===== config.mk =====
export PLATFORM = sky130hd
export DESIGN_NAME = dcrecon_top
export DESIGN_NICKNAME = d
export VERILOG_FILES = /design/src/rtl/dcrecon_pkg.sv /design/src/rtl/dcrecon_dequant.sv /design/src/rtl/dcrecon_row_add.sv /design/src/rtl/dcrecon_ctrl.sv /design/src/rtl/dcrecon_top.sv
export SDC_FILE = /design/constraint.sdc
export NUM_CORES = 2
export LEC_CHECK = 0
export ABC_AREA = 1
export BUFFER_PORTS_ARGS = -buffer_cell sky130_fd_sc_hd__clkbuf_2
export CAP_MARGIN = 40
export CORE_MARGIN = 3
export CORE_UTILIZATION = 44
export DETAILED_ROUTE_END_ITERATION = 8
export GPL_TIMING_DRIVEN = 0
export MAX_ROUTING_LAYER = met4
export SLEW_MARGIN = 0
export SYNTH_ARGS = -nofsm -noshare
export SYNTH_HDL_FRONTEND = slang
export SYNTH_SLANG_ARGS = --single-unit

===== constraint.sdc =====
create_clock -name clk -period 4.9 [get_ports clk]
set_input_delay 0.735 -clock clk [delete_from_list [all_inputs] [get_ports clk]]
set_output_delay 0.735 -clock clk [all_outputs]
set_load 0.02 [all_outputs]

===== src/rtl/dcrecon_pkg.sv =====
package dcrecon_pkg;
  typedef enum logic [1:0] {
    ST_IDLE  = 2'd0,
    ST_SETUP = 2'd1,
    ST_RUN   = 2'd2
  } dcr_state_e;

  localparam int SMALL_DIM = 4;
  localparam int BIG_DIM   = 8;
endpackage


===== src/rtl/dcrecon_dequant.sv =====
module dcrecon_dequant #(
  parameter int COEF_W = 16,
  parameter int QP_W   = 4,
  parameter int IDX_W  = 4,
  localparam int RES_W = COEF_W - 5
) (
  input  logic                     big_mode,
  input  logic signed [COEF_W-1:0] coef,
  input  logic        [COEF_W-1:0] scale,
  input  logic        [COEF_W-1:0] weight,
  input  logic        [QP_W-1:0]   qp_shift,
  input  logic        [IDX_W-1:0]  start_idx,
  input  logic signed [COEF_W-1:0] alt_dc,
  output logic signed [RES_W-1:0]  resid
);
  localparam int PROD_W = 2 * COEF_W;
  localparam logic signed [PROD_W:0] SAT_HI = $signed((PROD_W+1)'(2**(COEF_W-1) - 1));
  localparam logic signed [PROD_W:0] SAT_LO = ~SAT_HI;

  logic        [PROD_W-1:0] sw_prod;
  logic signed [COEF_W-1:0] sw_low;
  logic signed [PROD_W-1:0] raw_prod;
  logic signed [PROD_W-1:0] shl_prod;
  logic signed [PROD_W:0]   rnd_sum;
  logic signed [PROD_W:0]   rnd_q;
  logic signed [COEF_W-1:0] dc_sat;
  logic signed [COEF_W-1:0] dc_sel;
  logic signed [COEF_W:0]   dc_bias;
  logic signed [COEF_W:0]   dc_shift;
  logic                     use_alt;

  // scale x weight, only the low half is kept
  always_comb begin
    sw_prod = PROD_W'(scale) * PROD_W'(weight);
    sw_low  = $signed(sw_prod[COEF_W-1:0]);
  end

  // signed product, then left shift wrapping in PROD_W bits
  always_comb begin
    raw_prod = $signed({{COEF_W{sw_low[COEF_W-1]}}, sw_low}) *
               $signed({{COEF_W{coef[COEF_W-1]}}, coef});
    shl_prod = raw_prod <<< qp_shift;
  end

  // rounding right shift; distance picked by block size
  always_comb begin
    if (big_mode) begin
      rnd_sum = {shl_prod[PROD_W-1], shl_prod} + $signed((PROD_W+1)'(32));
      rnd_q   = rnd_sum >>> 6;
    end else begin
      rnd_sum = {shl_prod[PROD_W-1], shl_prod} + $signed((PROD_W+1)'(8));
      rnd_q   = rnd_sum >>> 4;
    end
  end

  // saturation to signed COEF_W
  always_comb begin
    if (rnd_q > SAT_HI) begin
      dc_sat = SAT_HI[COEF_W-1:0];
    end else if (rnd_q < SAT_LO) begin
      dc_sat = SAT_LO[COEF_W-1:0];
    end else begin
      dc_sat = rnd_q[COEF_W-1:0];
    end
  end

  // bypass select and final rounding to the residual
  always_comb begin
    use_alt  = !big_mode && (start_idx == IDX_W'(1));
    dc_sel   = use_alt ? alt_dc : dc_sat;
    dc_bias  = {dc_sel[COEF_W-1], dc_sel} + $signed((COEF_W+1)'(32));
    dc_shift = dc_bias >>> 6;
    resid    = dc_shift[RES_W-1:0];
  end
endmodule


===== src/rtl/dcrecon_row_add.sv =====
module dcrecon_row_add #(
  parameter int LANES       = 8,
  parameter int SMALL_LANES = 4,
  parameter int PIX_W       = 8,
  parameter int RES_W       = 11
) (
  input  logic                     big_mode,
  input  logic [LANES*PIX_W-1:0]   pred_row,
  input  logic signed [RES_W-1:0]  resid,
  output logic [LANES*PIX_W-1:0]   recon_row
);
  localparam int SUM_W = RES_W + 1;
  localparam logic signed [SUM_W-1:0] PIX_MAX = $signed(SUM_W'(2**PIX_W - 1));

  for (genvar g = 0; g < LANES; g++) begin : g_lane
    logic signed [SUM_W-1:0] sum;
    logic        [PIX_W-1:0] clip;
    logic                    lane_on;

    always_comb begin
      lane_on = big_mode || (g < SMALL_LANES);
      sum     = $signed({{(SUM_W-PIX_W){1'b0}}, pred_row[g*PIX_W +: PIX_W]}) +
                $signed({resid[RES_W-1], resid});
      if (sum < 0) begin
        clip = '0;
      end else if (sum > PIX_MAX) begin
        clip = '1;
      end else begin
        clip = sum[PIX_W-1:0];
      end
      recon_row[g*PIX_W +: PIX_W] = lane_on ? clip : '0;
    end
  end
endmodule


===== src/rtl/dcrecon_ctrl.sv =====
module dcrecon_ctrl
  import dcrecon_pkg::*;
#(
  parameter int MAX_ROWS = 8,
  localparam int ROW_CW  = $clog2(MAX_ROWS + 1)
) (
  input  logic clk,
  input  logic rst_n,
  input  logic start_valid,
  input  logic big_mode_q,
  input  logic pred_valid,
  input  logic recon_ready,
  output logic start_ready,
  output logic cfg_load,
  output logic resid_load,
  output logic pred_ready,
  output logic out_load,
  output logic recon_valid,
  output logic recon_last
);
  dcr_state_e        state_q, state_d;
  logic [ROW_CW-1:0] in_cnt_q, in_cnt_d;
  logic [ROW_CW-1:0] rows;
  logic              valid_q, valid_d;
  logic              last_q, last_d;
  logic              out_free;
  logic              blk_done;

  always_comb begin
    rows        = big_mode_q ? ROW_CW'(BIG_DIM) : ROW_CW'(SMALL_DIM);
    start_ready = (state_q == ST_IDLE);
    cfg_load    = start_ready && start_valid;
    resid_load  = (state_q == ST_SETUP);
    out_free    = !valid_q || recon_ready;
    pred_ready  = (state_q == ST_RUN) && (in_cnt_q != rows) && out_free;
    out_load    = pred_ready && pred_valid;
    blk_done    = valid_q && recon_ready && last_q;
  end

  always_comb begin
    state_d  = state_q;
    in_cnt_d = in_cnt_q;
    valid_d  = valid_q;
    last_d   = last_q;
    unique case (state_q)
      ST_IDLE:  if (cfg_load) begin
                  state_d  = ST_SETUP;
                  in_cnt_d = '0;
                end
      ST_SETUP: state_d = ST_RUN;
      ST_RUN:   if (blk_done) state_d = ST_IDLE;
      default:  state_d = ST_IDLE;
    endcase
    if (out_load) begin
      in_cnt_d = in_cnt_q + ROW_CW'(1);
      valid_d  = 1'b1;
      last_d   = (in_cnt_q == rows - ROW_CW'(1));
    end else if (recon_ready) begin
      valid_d  = 1'b0;
      last_d   = 1'b0;
    end
  end

  always_ff @(posedge clk or negedge rst_n) begin
    if (!rst_n) begin
      state_q  <= ST_IDLE;
      in_cnt_q <= '0;
      valid_q  <= 1'b0;
      last_q   <= 1'b0;
    end else begin
      state_q  <= state_d;
      in_cnt_q <= in_cnt_d;
      valid_q  <= valid_d;
      last_q   <= last_d;
    end
  end

  assign recon_valid = valid_q;
  assign recon_last  = last_q;

  a_r8_hold_stalled: assert property (@(posedge clk) disable iff (!rst_n)
    (recon_valid && !recon_ready) |=> (recon_valid && $stable(recon_last)));

  a_r8_busy_no_start: assert property (@(posedge clk) disable iff (!rst_n)
    recon_valid |-> !start_ready);

  a_r7_idle_after_last: assert property (@(posedge clk) disable iff (!rst_n)
    (recon_valid && recon_ready && recon_last) |=> start_ready);

  a_r7_last_after_all_rows: assert property (@(posedge clk) disable iff (!rst_n)
    (recon_valid && recon_last) |-> (in_cnt_q == rows));
endmodule


===== src/rtl/dcrecon_top.sv =====
module dcrecon_top
  import dcrecon_pkg::*;
#(
  parameter int COEF_W = 16,
  parameter int QP_W   = 4,
  parameter int IDX_W  = 4,
  parameter int PIX_W  = 8,
  localparam int LANES = BIG_DIM,
  localparam int ROW_W = LANES * PIX_W,
  localparam int RES_W = COEF_W - 5
) (
  input  logic              clk,
  input  logic              rst_n,
  input  logic              start_valid,
  output logic              start_ready,
  input  logic              big_mode,
  input  logic [COEF_W-1:0] coef,
  input  logic [COEF_W-1:0] scale,
  input  logic [COEF_W-1:0] weight,
  input  logic [QP_W-1:0]   qp_shift,
  input  logic [IDX_W-1:0]  start_idx,
  input  logic [COEF_W-1:0] alt_dc,
  input  logic              pred_valid,
  output logic              pred_ready,
  input  logic [ROW_W-1:0]  pred_row,
  output logic              recon_valid,
  input  logic              recon_ready,
  output logic [ROW_W-1:0]  recon_row,
  output logic              recon_last
);
  localparam logic signed [RES_W-1:0] RES_MAG = RES_W'(2**(COEF_W-7));

  // reset: asserted asynchronously, released through two flops
  logic rst_s1_q, rst_s2_q;
  always_ff @(posedge clk or negedge rst_n) begin
    if (!rst_n) begin
      rst_s1_q <= 1'b0;
      rst_s2_q <= 1'b0;
    end else begin
      rst_s1_q <= 1'b1;
      rst_s2_q <= rst_s1_q;
    end
  end

  logic cfg_load, resid_load, out_load;

  // captured block parameters
  logic              mode_q;
  logic [COEF_W-1:0] coef_q, scale_q, weight_q, alt_q;
  logic [QP_W-1:0]   qp_q;
  logic [IDX_W-1:0]  idx_q;

  always_ff @(posedge clk or negedge rst_s2_q) begin
    if (!rst_s2_q) begin
      mode_q   <= 1'b0;
      coef_q   <= '0;
      scale_q  <= '0;
      weight_q <= '0;
      alt_q    <= '0;
      qp_q     <= '0;
      idx_q    <= '0;
    end else if (cfg_load) begin
      mode_q   <= big_mode;
      coef_q   <= coef;
      scale_q  <= scale;
      weight_q <= weight;
      alt_q    <= alt_dc;
      qp_q     <= qp_shift;
      idx_q    <= start_idx;
    end
  end

  logic signed [RES_W-1:0] resid_d, resid_q;

  dcrecon_dequant #(
    .COEF_W(COEF_W), .QP_W(QP_W), .IDX_W(IDX_W)
  ) u_dequant (
    .big_mode (mode_q),
    .coef     ($signed(coef_q)),
    .scale    (scale_q),
    .weight   (weight_q),
    .qp_shift (qp_q),
    .start_idx(idx_q),
    .alt_dc   ($signed(alt_q)),
    .resid    (resid_d)
  );

  always_ff @(posedge clk or negedge rst_s2_q) begin
    if (!rst_s2_q) begin
      resid_q <= '0;
    end else if (resid_load) begin
      resid_q <= resid_d;
    end
  end

  logic [ROW_W-1:0] sum_row, out_q;

  dcrecon_row_add #(
    .LANES(LANES), .SMALL_LANES(SMALL_DIM), .PIX_W(PIX_W), .RES_W(RES_W)
  ) u_row_add (
    .big_mode (mode_q),
    .pred_row (pred_row),
    .resid    (resid_q),
    .recon_row(sum_row)
  );

  always_ff @(posedge clk or negedge rst_s2_q) begin
    if (!rst_s2_q) begin
      out_q <= '0;
    end else if (out_load) begin
      out_q <= sum_row;
    end
  end

  dcrecon_ctrl #(.MAX_ROWS(BIG_DIM)) u_ctrl (
    .clk        (clk),
    .rst_n      (rst_s2_q),
    .start_valid(start_valid),
    .big_mode_q (mode_q),
    .pred_valid (pred_valid),
    .recon_ready(recon_ready),
    .start_ready(start_ready),
    .cfg_load   (cfg_load),
    .resid_load (resid_load),
    .pred_ready (pred_ready),
    .out_load   (out_load),
    .recon_valid(recon_valid),
    .recon_last (recon_last)
  );

  assign recon_row = out_q;

  a_r3_resid_range: assert property (@(posedge clk) disable iff (!rst_s2_q)
    (resid_q >= -RES_MAG) && (resid_q <= RES_MAG));

  a_r8_row_held: assert property (@(posedge clk) disable iff (!rst_s2_q)
    (recon_valid && !recon_ready) |=> $stable(recon_row));

  a_r9_small_upper_zero: assert property (@(posedge clk) disable iff (!rst_s2_q)
    (recon_valid && !mode_q) |-> (recon_row[ROW_W-1:ROW_W/2] == '0));
endmodule


==> qor.csv <==
metric;value;unit
status;finished with violations;
violations;setup timing;
critPathRequiredTime;5.23;ns
cts_sinks;153;
via_count;25900;
overflow;0;
setup_violations;11;
syn-cell-area;27500;µm²
worst_slack;-8.01;ns
area_delta_synth_final;21.9;%
cts_buffer_depth;2;
synthMostInstantiatedCell;nand2_1;
avgSynthCellArea;6.99;µm²
fin_tns_setup;-87.33;ns
r2r_cells;74;
crit_fanout;8;
die-area;65600;µm²
first_pass_iters;5;
htreeDepth;4;
fp.coreArea;61800;µm²
place_congestion;0.943;
synth_enable_flop_cells;0;
num-fill-cells;6059;
routedWlPerCell;16.9;µm
ys_seq_elements;153;
ys.warnings.count;0;
netlist_instances;3939;
fp.dieW;256;µm
r2r_slack;-8.01;ns
antenna_left;0;
yosys.area.top_type;fa_1;
cts_root_buffer;clkbuf_16;
yosys-top-cells-count;nand2_1 (1139), inv_1 (744), fa_1 (344), nand3_1 (320), nor2_1 (269);
synthTopCellsByArea;fa_1 (25%), nand2_1 (16%), dfrtp_1 (14%);
portBuffers;204;
num_rows;91;
finalMaxSlewViolations;0;
r2r-end;resid_q[10];
max-cap-violations;0;
seq_area;3840;µm²
whs;0.0427;ns
syn_nets;4625;
cp_slowest_stage_delay;0.56;ns
ys.flop_type;dfrtp_1;
critical_path_class;reg2reg;
nets;4973;
grt_setup_unrepaired;yes;
grt_pass1_vias;25500;
finalCriticalPeriod;12.91;ns
drt_wl_total;86.8;mm
num_io_pins;210;
hold_violations;0;
grt_max_degree;59;
max_freq;77.4;MHz
grt.total_usage;27.2;%
antenna_found_initial;6;
multi_input_area;22100;µm²
cp.arrival;13.25;ns
path_common_cell;fa_1;
end_kind;flip-flop;
avgViaCountPerCell;5.03;
drtIter0Drc;1723;
seq_area_frac_synth;13.9;%
period_share;264;%
tightest_slew;0.883;ns
start_util;44.5;%
synthArstFlopShare;100;%
die_y;256;µm
path_clk_slew;0.08;ns
yosysTopAreaCellShare;25.0;%
grt_pass1_wl;138;mm
startpoint_type;flip-flop;
drive_gt1_share;22.6;%
ys_types;57;
cts_buffers;17;
cts_tree;yes;
place_hpwl;69.4;mm
crit_slowest_cell;fa_2;
reg2reg_from;weight_q[5];
relSlewSlack;41.1;%
hp-class;in2async;
fin_skew;0.0230;ns
drc;0;
clk_latency;0.46;ns
==> cell families after synthesis <==
logic type | Yosys count | share of synthesized area (%)
AOI/OAI and AO/OA | 347 | 6.96
xor gates and xnor gates | 70 | 2.23
adders and majority gates | 544 | 34.1
buffers and inverters | 904 | 12.5
DFF | 153 | 13.9
muxes | 1 | 0.0363
other | 1 | 0.0136
and+or+nand+nor | 1919 | 30.2
==> state kept, by name, summed over array words and instances (netlist names) <==
name and count:
alt_q 11, coef_q 16, idx_q 4, mode_q 1, qp_q 4, recon_row 64, resid_q 11, rst_s1_q 1
rst_s2_q 1, scale_q 16, u_ctrl.in_cnt_q 4, u_ctrl.recon_last 1, u_ctrl.recon_valid 1, u_ctrl.state_q 2, weight_q 16
==> per-stage QoR <==
| step | util (%) | cell area, µm² | setup WS [ns] | instances |
|---|---|---|---|---|
| finish | 54.3 | 33600 | -8.01 | 5143 |
| global route | 54.3 | 33600 | -8.58 | 5143 |
| CTS | 51.5 | 31800 | -8.08 | 5073 |
| detailed placement | 48.6 | 30100 | -9.10 | 4986 |
| global placement | 48.5 | 30000 | -9.11 | 4980 |
| floorplan | - | 27900 | -7.12 | 3939 |
==> cell usage in the layout (no fill, tap or decap), drive strengths merged, types with 2 or more instances in the layout <==
| cell type | instances |
|---|---|
| buf | 169 |
| a2111oi | 2 |
| nand3b | 5 |
| xnor2 | 27 |
| a31oi | 4 |
| nor3 | 10 |
| o22ai | 4 |
| diode | 6 |
| a21oi | 148 |
| and2 | 7 |
| clkbuf | 289 |
| nor2 | 307 |
| ha | 200 |
| o21bai | 18 |
| nand3 | 353 |
| or2 | 33 |
| a21boi | 3 |
| nand4 | 31 |
| o31ai | 5 |
| dfrtp | 153 |
| a211oi | 2 |
| clkinv | 18 |
| xor2 | 43 |
| o21a | 4 |
| o211ai | 3 |
| clkinvlp | 5 |
| o21ai | 147 |
| fa | 344 |
| nand2 | 1173 |
| inv | 783 |
==> routing by layer <==
layer	GRT usage (%)	up-vias	part of all wire [%]
li1	-	12700	-
met1	36.1	12400	45
met2	43.8	629	47
met3	3.11	110	5.0
met4	8.30	0	2.8
met5	-	-	0
==> how the worst max path moves through the flow <==
stage,endpoint,depth (start not counted),from
floorplan,resid_q[7],71,weight_q[3]
CTS,resid_q[7],70,scale_q[3]
detailed placement,resid_q[7],73,scale_q[2]
global route,resid_q[7],76,scale_q[3]
finish,resid_q[10],74,weight_q[5]
global placement,resid_q[7],73,scale_q[2]
==> critical path, delay by kind of cell (launching register included) <==
kind / cells / cell delay (ns)
flops: 1 / 0.44
xor+xnor: 1 / 0.19
fa+ha+maj: 13 / 5.86
buf+inv: 16 / 1.48
compound gates: 5 / 0.43
simple gates: 39 / 4.38
==> cell type report <==
class                      count  share of cell area [%]
multi-input combinational   2882                    66.0
sequential                   153                    11.4
inverter                     792                    8.94
timing repair buffer         335                    6.55
tap                          837                    3.12
buffer                       106                    2.13
clock buffer                  17                    1.27
clock inverter                15                   0.533
antenna                        6                  0.0447
==> what timing repair did <==
action / in CTS / in global routing
gates resized for setup: 146 / 318
gates cloned: 2 / 3
hold buffers: 0 / 0
endpoints found under the setup margin: 11 / 11
pin swaps: 87 / 190
setup buffers: 58 / 62
Power is left out: the tool's default activity adds up to more than one toggle a clock period on the data nets, which glitch-free logic cannot reach.
